**src/rtl/wdog_pkg.sv**
```systemverilog
package wdog_pkg;
  localparam int ADDR_W = 8;
  localparam int DATA_W = 32;

  localparam logic [ADDR_W-1:0] OFS_IRQ  = 8'h00;
  localparam logic [ADDR_W-1:0] OFS_CTL  = 8'h10;
  localparam logic [ADDR_W-1:0] OFS_CFG  = 8'h14;
  localparam logic [ADDR_W-1:0] OFS_MODE = 8'h18;

  // bit positions inside the interrupt register
  localparam int IRQ_MASK_BIT = 0;
  localparam int IRQ_PEND_BIT = 1;
  localparam int IRQ_STAT_BIT = 2;

  // routing register
  localparam int CFG_RST_BIT = 0;
  localparam int CFG_IRQ_BIT = 1;

  // mode register
  localparam int MODE_RUN_BIT = 0;
  localparam int MODE_IVL_LSB = 4;

  localparam int CTL_KICK_BIT = 0;
endpackage

```
**src/rtl/wdog_regs.sv**
```systemverilog
module wdog_regs
  import wdog_pkg::*;
#(
  parameter int IVL_W = 4
) (
  input  logic              clk,
  input  logic              rst_n,
  input  logic [ADDR_W-1:0] addr,
  input  logic              we,
  input  logic [DATA_W-1:0] wdata,
  input  logic              expire,
  output logic [DATA_W-1:0] rdata,
  output logic              run,
  output logic              route_rst,
  output logic              load,
  output logic [IVL_W-1:0]  reload_val,
  output logic              irq
);
  localparam logic [IVL_W-1:0] IVL_DEF = IVL_W'(1);

  logic             mask_q, mask_d;
  logic             pend_q, pend_d;
  logic             stat_q, stat_d;
  logic             crst_q, crst_d;
  logic             cirq_q, cirq_d;
  logic             run_q, run_d;
  logic [IVL_W-1:0] ivl_q, ivl_d;

  logic             wr_irq, wr_ctl, wr_cfg, wr_mode;
  logic [IVL_W-1:0] ivl_eff;

  always_comb begin
    wr_irq  = we && (addr == OFS_IRQ);
    wr_ctl  = we && (addr == OFS_CTL);
    wr_cfg  = we && (addr == OFS_CFG);
    wr_mode = we && (addr == OFS_MODE);

    mask_d = wr_irq ? wdata[IRQ_MASK_BIT] : mask_q;

    if (expire && cirq_q)                 pend_d = 1'b1;
    else if (wr_irq && wdata[IRQ_PEND_BIT]) pend_d = 1'b0;
    else                                  pend_d = pend_q;

    if (expire)                           stat_d = 1'b1;
    else if (wr_irq && wdata[IRQ_STAT_BIT]) stat_d = 1'b0;
    else                                  stat_d = stat_q;

    crst_d = wr_cfg ? wdata[CFG_RST_BIT] : crst_q;
    cirq_d = wr_cfg ? wdata[CFG_IRQ_BIT] : cirq_q;

    run_d  = wr_mode ? wdata[MODE_RUN_BIT] : run_q;
    ivl_d  = wr_mode ? wdata[MODE_IVL_LSB +: IVL_W] : ivl_q;

    ivl_eff    = ivl_d;
    reload_val = (ivl_eff == '0) ? IVL_DEF : ivl_eff;

    // start only on a stopped-to-running transition, or on a restart command
    load = (wr_mode && wdata[MODE_RUN_BIT] && !run_q) ||
           (wr_ctl && wdata[CTL_KICK_BIT]);
  end

  always_ff @(posedge clk or negedge rst_n) begin
    if (!rst_n) begin
      mask_q <= 1'b0;
      pend_q <= 1'b0;
      stat_q <= 1'b0;
      crst_q <= 1'b0;
      cirq_q <= 1'b0;
      run_q  <= 1'b0;
      ivl_q  <= '0;
    end else begin
      mask_q <= mask_d;
      pend_q <= pend_d;
      stat_q <= stat_d;
      crst_q <= crst_d;
      cirq_q <= cirq_d;
      run_q  <= run_d;
      ivl_q  <= ivl_d;
    end
  end

  always_comb begin
    rdata = '0;
    case (addr)
      OFS_IRQ: begin
        rdata[IRQ_MASK_BIT] = mask_q;
        rdata[IRQ_PEND_BIT] = pend_q;
        rdata[IRQ_STAT_BIT] = stat_q;
      end
      OFS_CFG: begin
        rdata[CFG_RST_BIT] = crst_q;
        rdata[CFG_IRQ_BIT] = cirq_q;
      end
      OFS_MODE: begin
        rdata[MODE_RUN_BIT]             = run_q;
        rdata[MODE_IVL_LSB +: IVL_W]    = ivl_q;
      end
      default: rdata = '0;
    endcase
  end

  assign run       = run_q;
  assign route_rst = crst_q;
  assign irq       = pend_q & mask_q;
endmodule

```
**src/rtl/wdog_count.sv**
```systemverilog
module wdog_count #(
  parameter int IVL_W = 4
) (
  input  logic             clk,
  input  logic             rst_n,
  input  logic             run,
  input  logic             tick,
  input  logic             load,
  input  logic [IVL_W-1:0] reload_val,
  output logic             expire
);
  localparam logic [IVL_W-1:0] LAST = IVL_W'(1);

  logic [IVL_W-1:0] cnt_q, cnt_d;
  logic             step;

  always_comb begin
    step   = run && tick && !load;
    expire = step && (cnt_q == LAST);
    if (load)        cnt_d = reload_val;
    else if (expire) cnt_d = reload_val;
    else if (step)   cnt_d = cnt_q - LAST;
    else             cnt_d = cnt_q;
  end

  always_ff @(posedge clk or negedge rst_n) begin
    if (!rst_n) cnt_q <= '0;
    else        cnt_q <= cnt_d;
  end
endmodule

```
**src/rtl/wdog_rstgen.sv**
```systemverilog
module wdog_rstgen #(
  parameter int RST_CYCLES = 16
) (
  input  logic clk,
  input  logic rst_n,
  input  logic fire,
  output logic rst_req
);
  localparam int            CW   = $clog2(RST_CYCLES + 1);
  localparam logic [CW-1:0] LEN  = CW'(RST_CYCLES);
  localparam logic [CW-1:0] STEP = CW'(1);

  logic [CW-1:0] left_q, left_d;

  always_comb begin
    if (left_q != '0)  left_d = left_q - STEP;
    else if (fire)     left_d = LEN;
    else               left_d = '0;
  end

  always_ff @(posedge clk or negedge rst_n) begin
    if (!rst_n) left_q <= '0;
    else        left_q <= left_d;
  end

  assign rst_req = (left_q != '0);
endmodule

```
**src/rtl/wdog_top.sv**
```systemverilog
module wdog_top
  import wdog_pkg::*;
#(
  parameter int IVL_W       = 4,
  parameter int RST_CYCLES  = 16,
  parameter int SYNC_STAGES = 2
) (
  input  logic              clk,
  input  logic              rst_n,
  input  logic              tick,
  input  logic [ADDR_W-1:0] addr,
  input  logic              we,
  input  logic [DATA_W-1:0] wdata,
  output logic [DATA_W-1:0] rdata,
  output logic              irq,
  output logic              rst_req
);
  logic             rst_int_n;
  logic             run_w, route_rst_w, load_w, expire_w, fire_w;
  logic [IVL_W-1:0] reload_w;

  generate
    if (SYNC_STAGES == 0) begin : g_nosync
      assign rst_int_n = rst_n;
    end else begin : g_sync
      logic [SYNC_STAGES-1:0] sq, sd;
      always_comb sd = (sq << 1) | SYNC_STAGES'(1);
      always_ff @(posedge clk or negedge rst_n) begin
        if (!rst_n) sq <= '0;
        else        sq <= sd;
      end
      assign rst_int_n = sq[SYNC_STAGES-1];
    end
  endgenerate

  wdog_regs #(.IVL_W(IVL_W)) regs_i (
    .clk(clk), .rst_n(rst_int_n), .addr(addr), .we(we), .wdata(wdata),
    .expire(expire_w), .rdata(rdata), .run(run_w), .route_rst(route_rst_w),
    .load(load_w), .reload_val(reload_w), .irq(irq)
  );

  wdog_count #(.IVL_W(IVL_W)) count_i (
    .clk(clk), .rst_n(rst_int_n), .run(run_w), .tick(tick), .load(load_w),
    .reload_val(reload_w), .expire(expire_w)
  );

  assign fire_w = expire_w & route_rst_w;

  wdog_rstgen #(.RST_CYCLES(RST_CYCLES)) rstgen_i (
    .clk(clk), .rst_n(rst_int_n), .fire(fire_w), .rst_req(rst_req)
  );
endmodule

```
**config.mk**
```make
export PLATFORM = sky130hd
export DESIGN_NAME = wdog_top
export DESIGN_NICKNAME = d
export VERILOG_FILES = /design/src/rtl/wdog_pkg.sv /design/src/rtl/wdog_regs.sv /design/src/rtl/wdog_count.sv /design/src/rtl/wdog_rstgen.sv /design/src/rtl/wdog_top.sv
export SDC_FILE = /design/constraint.sdc
export NUM_CORES = 1
export LEC_CHECK = 0
export ABC_AREA = 1
export BUFFER_PORTS_ARGS = -buffer_cell sky130_fd_sc_hd__buf_2
export CAP_MARGIN = 20
export CORE_AREA = 2 2 68 57
export DETAILED_ROUTE_END_ITERATION = 16
export DIE_AREA = 0 0 70 59
export PLACE_DENSITY = 0.81
export SLEW_MARGIN = 20
export SYNTH_ARGS = -nofsm -noshare
export SYNTH_HDL_FRONTEND = slang
export SYNTH_HIERARCHICAL = 1
export SYNTH_SLANG_ARGS = --single-unit
```
**constraint.sdc**
```tcl
create_clock -name clk -period 1.8 [get_ports clk]
set_clock_uncertainty 0.2 [all_clocks]
set_input_delay 0.54 -clock clk [delete_from_list [all_inputs] [get_ports clk]]
set_output_delay 0.54 -clock clk [all_outputs]
set_load 0.005 [all_outputs]
```
# After elaboration in Yosys (flattened, before gate mapping)
# Cells that the tools add are included.
# word_totals
ff_bits	21
inputBits	44
output_inout_bits	34
# classes
add_sub_neg	2
n_eq_ne	4
n_mux	15
bitwise	2
n_reduce_logical	22
# ops
op	count
8-bit by 5-bit equality test with 1-bit output, second input constant	3
4-bit 2-to-1 mux	6
1-bit logical AND	13
5-bit 2-to-1 mux	2
8-bit zero test	1
1-bit 2-to-1 mux	5
5-bit nonzero test	1
5-bit by 1-bit subtractor with 5-bit output, second input constant	1
4-bit by 1-bit equality test with 1-bit output, second input constant	1
4-bit zero test	1
2-bit nonzero test	2
4-bit by 1-bit subtractor with 4-bit output, second input constant	1
1-bit case mux with 3 select lines	1
3-bit nonzero test	1
1-bit AND	2
1-bit zero test	2
1-bit case mux with 2 select lines	1
1-bit logical OR	1

# Longest topological paths before layout
# Gate-level depths: netlist of run 1.
# depth
word_depth	11
ltp_mapped	14

# By module
# Netlist of run 1, hierarchy kept.
# by_module_without_submodules
mod	n_inst	cells_each	area_each_um2	seq_area_each_um2
wdog_regs	1	120	842.1	250.2
wdog_count	1	53	354.1	100.1
wdog_rstgen	1	31	250.2	125.1
wdog_top	1	5	61.3	50.0

# Least setup slack after synthesis of run 1
# OpenSTA, ideal clock, no wires.
# synth_path
path_kind	input port to flip-flop
start	input addr[7]
end	register count_i.cnt_q[3]
setup_time_ns	0.117
arrival_time_ns	1.760
t_required_ns	1.483
slack_ns	-0.277
stages	12
path_buffers	0
cell_sequence	nor2_2 inv_2 nor2_8 nand3_1 o21ai_0 inv_2 nand3_2 nor2_4 nor2_1 nand2_1 nand3_1 nand2_1
# synth_via
elab_chain_cells	10
# synth_lines
element	line_no	text
start: declaration	wdog_top.sv:11	input logic [ADDR_W-1:0] addr,
8-bit by 5-bit equality test with 1-bit output	wdog_regs.sv:36	wr_mode = we && (addr == OFS_MODE);
1-bit logical AND	wdog_regs.sv:36	
1-bit logical AND (2 in series)	wdog_regs.sv:58	load = (wr_mode && wdata[MODE_RUN_BIT] && !run_q) ||
1-bit logical OR (*)	wdog_regs.sv:58	
named net load_w	wdog_top.sv:19	logic run_w, route_rst_w, load_w, expire_w, fire_w;
1-bit zero test (*)	wdog_count.sv:18	step = run && tick && !load;
1-bit logical AND (*)	wdog_count.sv:18	
1-bit logical AND (*)	wdog_count.sv:19	expire = step && (cnt_q == LAST);
named net expire_w	wdog_top.sv:19	
4-bit 2-to-1 mux	wdog_count.sv:21	else if (expire) cnt_d = reload_val;
4-bit 2-to-1 mux	wdog_count.sv:20	if (load) cnt_d = reload_val;
end signal: assignment	wdog_count.sv:28	else cnt_q <= cnt_d;
end: declaration	wdog_count.sv:14	logic [IVL_W-1:0] cnt_q, cnt_d;
# The timed path passes the listed nets; every way through them passes the cells marked *.
# A chain may end at the register's enable or synchronous reset.

# Final worst setup path of run 1
# layout_path
start	input addr[6]
end	output rdata[5]
# layout_via
elab_chain_cells	2
# layout_lines
element	line_no	text
8-bit by 5-bit equality test with 1-bit output	wdog_regs.sv:84	case (addr)
4-bit 2-to-1 mux	wdog_regs.sv:84	
end: declaration	wdog_top.sv:14	output logic [DATA_W-1:0] rdata,
# Every way passes these cells.

==> results of run 1 <==
-- cell type report --
type,count,area (um^2)
fillers,285,1310
multi-input cells,136,832.0
clock inverters,1,5.005
clock buffers,3,41.29
well taps,42,52.55
flip-flops and latches,21,525.5
repair buffers,58,415.4
inverters,51,193.9
-- worst max path at each step --
stage	from	end	cells past startpoint
2_1_floorplan	addr[7]	count_i/cnt_q[3]	14
3_3_place_gp	addr[7]	rdata[0]	7
6_report	addr[6]	rdata[5]	8
5_1_grt	addr[6]	rdata[6]	8
4_1_cts	addr[6]	rdata[4]	8
3_5_place_dp	addr[7]	count_i/cnt_q[3]	16
-- cells by family (layout without fill, tap and decap cells) --
family / count (synthesis) / after routing
flops: 21 / 21
other cells: 2 / 26
buf+inv: 76 / 113
fa+ha+maj: 3 / 3
simple gates: 93 / 93
compound gates: 13 / 13
xor+xnor: 1 / 1
-- metal layers --
metal  track usage  vias to the layer above
met1        0.2013                      649
met4       0.04396                        0
met3       0.04252                        2
li1              -                      694
met2        0.3211                       29
met5             0                        -
-- repair_timing --
item,CTS,global route
setup buffers,8,3
setup endpoints to repair,13,16
hold endpoints to repair,2,0
hold buffers,1,0
pin swaps,19,5
resized for setup,30,9
-- flip-flops by register name, summed over array words and instances, names as in the netlist, 2 cells and up --
register	count
count_i/cnt_q	4
g_sync.sq	2
regs_i/ivl_q	4
rstgen_i/left_q	5
-- power by group --
group / leakage [nW] / total, mW / switching (mW) / internal, mW
sequential: 0.251 / 0.688 / 0.105 / 0.583
clock: 0.0255 / 0.303 / 0.149 / 0.154
combinational: 0.915 / 0.824 / 0.443 / 0.381
total: 1.19 / 1.81 / 0.696 / 1.12
-- cell usage in the layout (no fill, tap or decap), types with 3 or more instances in the layout --
master	netlist	layout
inv_2	5	10
nand3_2	3	4
dfrtp_1	21	21
nor2_2	4	5
nand2_4	0	4
o21ai_2	2	3
buf_2	0	23
conb_1	2	26
nor2_4	3	9
buf_6	0	6
o21ai_0	9	6
inv_1	46	40
nand4_1	5	5
nor2_1	14	7
nand3_4	1	3
nand2_1	43	40
buf_4	25	27
clkbuf_8	0	3
nand3_1	14	11
==> results.tsv, run 1 <==
stage	metric	value	unit
synth	synth-edff-count	0	
clock_network	root_buffer	clkbuf_8	
floorplanning	coreArea	3376	um^2
synth	yosys-top-cells-area	dfrtp_1, buf_4, inv_1	
synth	synth_area	1508	um^2
power	leakage	1.191	nW
clock_network	cts_tree	built	
detailed_routing	wl	3469	um
critical_path	cp.arrival	1.35	ns
placed_design	placedCellCount	296	
placed_design	pre_cts_slack	-0.3995	ns
detailed_routing	drc	0	
synth	synth_largest_area_cell	dfrtp_1	
detailed_routing	wl_met3	119	um
critical_path	r2r_start	regs_i/run	
synth	synthSimpleGateAreaFrac	0.3137	
layout	stdcell_area	2066	um^2
layout	drive_gt1_frac	0.3926	
critical_path	r2r_end	count_i/cnt_q[0]	
detailed_routing	routedWlPerCell	11.12	um
synth	synthCells	209	
power	power_density	878.6	nW/um^2
layout	num_antenna_cells	0	
power	p_total	1.815	mW
synth	ys_seq_area_frac	0.3485	
grt	grt_pass1_wl	5651	um
timing	hold_viol	0	
placed_design	gp_congestion	0.8416	
critical_path	slowest_stage	nor2_8	
synth	synth_top_family_by_area	simple AND/OR/NAND/NOR gates	
timing	finalCritPeriodShare	1.162	
synth	synthFlopType	dfrtp_1	
critical_path	critPathKind	primary input to primary output	
grt	grt_max_degree	20	
floorplanning	die_h	59	um
synth	async_flop_share	1.000	
timing	period_minus_slack	2.092	ns
min_path	min_path_type	register to asynchronous set/reset pin	
detailed_routing	drt_iter0_drc	97	
clock_network	insertion_delay	0.26	ns
synth	ys_types	23	
floorplanning	die_area	4130	um^2
critical_path	cp_top_family	buffers and inverters	
timing	hold_ws	0.001423	ns
critical_path	cp.required	1.06	ns
floorplanning	start_util	0.4466	
timing	report.final.slew_viol_count	0	
clock_network	clockBufferDepth	2	
critical_path	r2r_cells	9	
layout	syn_to_final_growth	37.01	%
timing	setup_tns	-3.197	ns
detailed_routing	vias_per_cell	4.404	
clock_network	path_clk_slew	0.07	ns
floorplanning	pin_count	78	
grt	antenna_found_initial	0	
timing	setup_ws	-0.2924	ns
clock_network	htree_levels	1	
status	violations	negative setup slack	
grt	grt_pass1_vias	1375	
synth	yosysWarnings	6	
placed_design	place_area	1774	um^2
synth	synth.area.mux_share	0	
floorplanning	die_x	70	um
critical_path	crit_path_start_kind	primary input	
critical_path	slowest_delay	0.14	ns
detailed_routing	vias	1374	
timing	setup_viol	14	
timing	fmax	477.9	MHz
job	cap_violations	0	
synth	synth.avg_cell_area	7.214	um^2
status	status	complete, but fails checks	
layout	fin_util	0.6119	
critical_path	path_buf_inv	4	
synth	synth_top_area_frac	0.3485	
grt	track_usage	0.1720	
synth	synth_compound_area_frac	0.05062	
critical_path	r2r_setup_slack	0.16	ns
synth	synthTopCellsByCount	inv_1, nand2_1, buf_4, dfrtp_1	
critical_path	crit_path_end_kind	primary output	
synth	synth.most_common_cell	inv_1	
layout	final_nets	318	
power	ir_drop	503.1	uV
critical_path	crit_path_cell_trace	buf_6 -> nor2_4 -> inv_2 -> nor2_8 -> nand2_4 -> buf_6 -> nor2_1 -> buf_2	
critical_path	cp_common_cell	buf_6	
clock_network	numCtsBuffers	3	
floorplanning	rows	19	
detailed_routing	ant_nets	0	
synth	synthXorXnorAreaFrac	0.005809	
grt	grt_overflow	0	
placed_design	portBuffers	27	
critical_path	cp_max_fo	4	
detailed_routing	met2_length	1862	um
synth	ys_seq_elements	21	
timing	rsz0062_at_grt	true	
synth	synth_adder_area_share	0.02490	
placed_design	place_hpwl	2240	um
layout	final_cells	312	
detailed_routing	wl_met1	1457	um
detailed_routing	firstDrtPassIters	4	
clock_network	clkSinkCount	21	
detailed_routing	top_layer_used	met4	
No activity file was read; power rests on OpenSTA's default activity.
==> run 2: changes to the inputs <==
==> constraint.sdc (replaced) <==
create_clock -name clk -period 2.1 [get_ports clk]
set_clock_uncertainty 0.2 [all_clocks]
set_input_delay 0.63 -clock clk [delete_from_list [all_inputs] [get_ports clk]]
set_output_delay 0.63 -clock clk [all_outputs]
set_load 0.005 [all_outputs]
==> results.tsv, run 2 (synthesis results as in run 1) <==
stage	metric	value	unit	change
layout	fin_util	0.6016		-0.01038
floorplanning	die_x	70	um	unchanged
timing	hold_viol	0		unchanged
layout	largest_reg_flops	5		unchanged
detailed_routing	routedWlPerCell	12.37	um	+11%
critical_path	worstSetupStartpoint	addr[1]		
timing	setup_viol	10		-4
critical_path	crit_path_start_kind	primary input		
layout	final_cells	303		-2.9%
grt	grt_pass1_wl	5078	um	-10%
min_path	min_path_type	register to asynchronous set/reset pin		
grt	grt_overflow	0		unchanged
timing	finalCritPeriodShare	1.104		
power	power_density	714.3	nW/um^2	-19%
detailed_routing	firstDrtPassIters	4		unchanged
detailed_routing	drc	0		unchanged
floorplanning	rows	19		unchanged
timing	fmax	431.2	MHz	
floorplanning	die_h	59	um	unchanged
timing	period_minus_slack	2.319	ns	
layout	layout_common_cells	inv_1, nand2_1, conb_1		
critical_path	r2r_start	regs_i/run		
job	cap_violations	0		unchanged
detailed_routing	wl	3748	um	+8.0%
floorplanning	coreArea	3376	um^2	unchanged
critical_path	cp.required	1.27	ns	+0.21 ns
timing	setup_ws	-0.2193	ns	+0.07308 ns
detailed_routing	vias	1390		+1.2%
power	p_total	1.451	mW	-20%
floorplanning	pin_count	78		unchanged
floorplanning	die_area	4130	um^2	unchanged
critical_path	crit_path_end_kind	primary output		
grt	track_usage	0.1548		-0.01723
floorplanning	start_util	0.4466		unchanged
timing	slew_headroom	0.4735		
layout	final_common_cell	inv_1		
layout	nFillCells	284		-0.35%
layout	final_nets	309		-2.8%
critical_path	critPathKind	primary input to primary output		
clock_network	cts_tree	built		
clock_network	root_buffer	clkbuf_8		
status	violations	negative setup slack		
clock_network	insertion_delay	0.26	ns	about the same
timing	tightest_slew	0.7898	ns	
critical_path	cp.arrival	1.49	ns	+0.14 ns
grt	grt_pass1_vias	1165		-15%
clock_network	clockBufferDepth	2		unchanged
layout	num_antenna_cells	0		unchanged
power	leakage	1.151	nW	-3.4%
critical_path	cp_max_fo	5		+1
power	ir_drop	436.5	uV	-13%
placed_design	placedCellCount	290		-2.0%
placed_design	gp_congestion	0.7841		-6.8%
placed_design	place_hpwl	2183	um	-2.5%
clock_network	htree_levels	1		unchanged
timing	rsz0062_at_grt	true		
layout	drive_gt1_frac	0.3602		-0.03244
layout	top_register	rstgen_i/left_q		
clock_network	clkSinkCount	21		unchanged
layout	syn_to_final_growth	34.69	%	
layout	reg_top3	rstgen_i/left_q: 5 flops, count_i/cnt_q: 4 flops, regs_i/ivl_q: 4 flops		
grt	grt_max_degree	20		unchanged
detailed_routing	vias_per_cell	4.587		+4.2%
detailed_routing	ant_nets	0		unchanged
grt	antenna_found_initial	0		unchanged
timing	report.final.slew_viol_count	0		unchanged
status	status	complete, but fails checks		
placed_design	portBuffers	27		unchanged
detailed_routing	drt_iter0_drc	48		-51%
clock_network	path_clk_slew	0.07	ns	about the same
clock_network	numCtsBuffers	3		unchanged
==> run 2: changes by cell type in the layout (fill, tap and decap cells not counted), sizes merged <==
| cell | previous run | this run |
|---|---|---|
| clkbuf | 3 | 4 |
| clkinv | 1 | 0 |
| buf | 57 | 48 |
==> run 2: through the flow <==
| stage | area [um^2] | hold WS [ns] | setup WS (ns) | TNS (ns) |
|---|---|---|---|---|
| 2_1_floorplan | 1602 | 0.04005 | 0.01999 | 0 |
| 3_3_place_gp | 1699 | 0.1369 | -0.2141 | -1.735 |
| 3_5_place_dp | 1699 | 0.1358 | -0.2237 | -2.113 |
| 4_1_cts | 1862 | 0.1573 | -0.1457 | -0.5127 |
| 5_1_grt | 2031 | 0.1797 | -0.2372 | -1.456 |
| 6_report | 2031 | 0.1303 | -0.2193 | -0.9400 |
==> run 2: final timing paths <==
check	end	slack, ns	cells past startpoint
max reg2reg	count_i/cnt_q[3]	0.39	10
min reg2reg	rstgen_i/left_q[1]	0.13	0
max in group asynchronous	count_i/cnt_q[3]	1.08	0
max	rdata[0]	-0.22	7
min in group clk	g_sync.sq[1]	0.16	0
min	rstgen_i/left_q[1]	0.13	0
==> run 2: area by class of cell <==
cell class              count  area (um^2)  area share
inverters                  51        198.9     0.09797
flip-flops and latches     21        525.5      0.2588
repair buffers             49        375.4      0.1848
well taps                  42        52.55     0.02588
multi-input cells         136        833.3      0.4104
clock buffers               4        45.04     0.02218
==> run 2: repair_timing <==
item                                   4_1_cts  5_1_grt
hold buffers                                 1        0
endpoints found under the hold margin        2        0
setup endpoints to repair                    8       15
resized for setup                           19       31
pin swaps                                    8       14
setup buffers                                3        7
cloned                                       0        0
==> run 2: routing by layer <==
layer | GRT usage | vias to the layer above | share of wire
met5 | 0 | - | 0
met4 | 0.06044 | 0 | 0.053
met3 | 0.03741 | 19 | 0.056
met2 | 0.2721 | 51 | 0.50
met1 | 0.1867 | 640 | 0.39
li1 | - | 680 | -
==> run 2: worst max-delay path, cell delays in order <==
cell      delay, ns
buf_6          0.10
inv_4          0.06
nand2_4        0.07
nor2_4         0.17
nand2_4        0.11
o221ai_2       0.18
buf_2          0.17
==> run 2: power by group <==
group,internal [mW],switching (mW)
Sequential,0.500,0.0904
Clock,0.135,0.131
Combinational,0.248,0.346
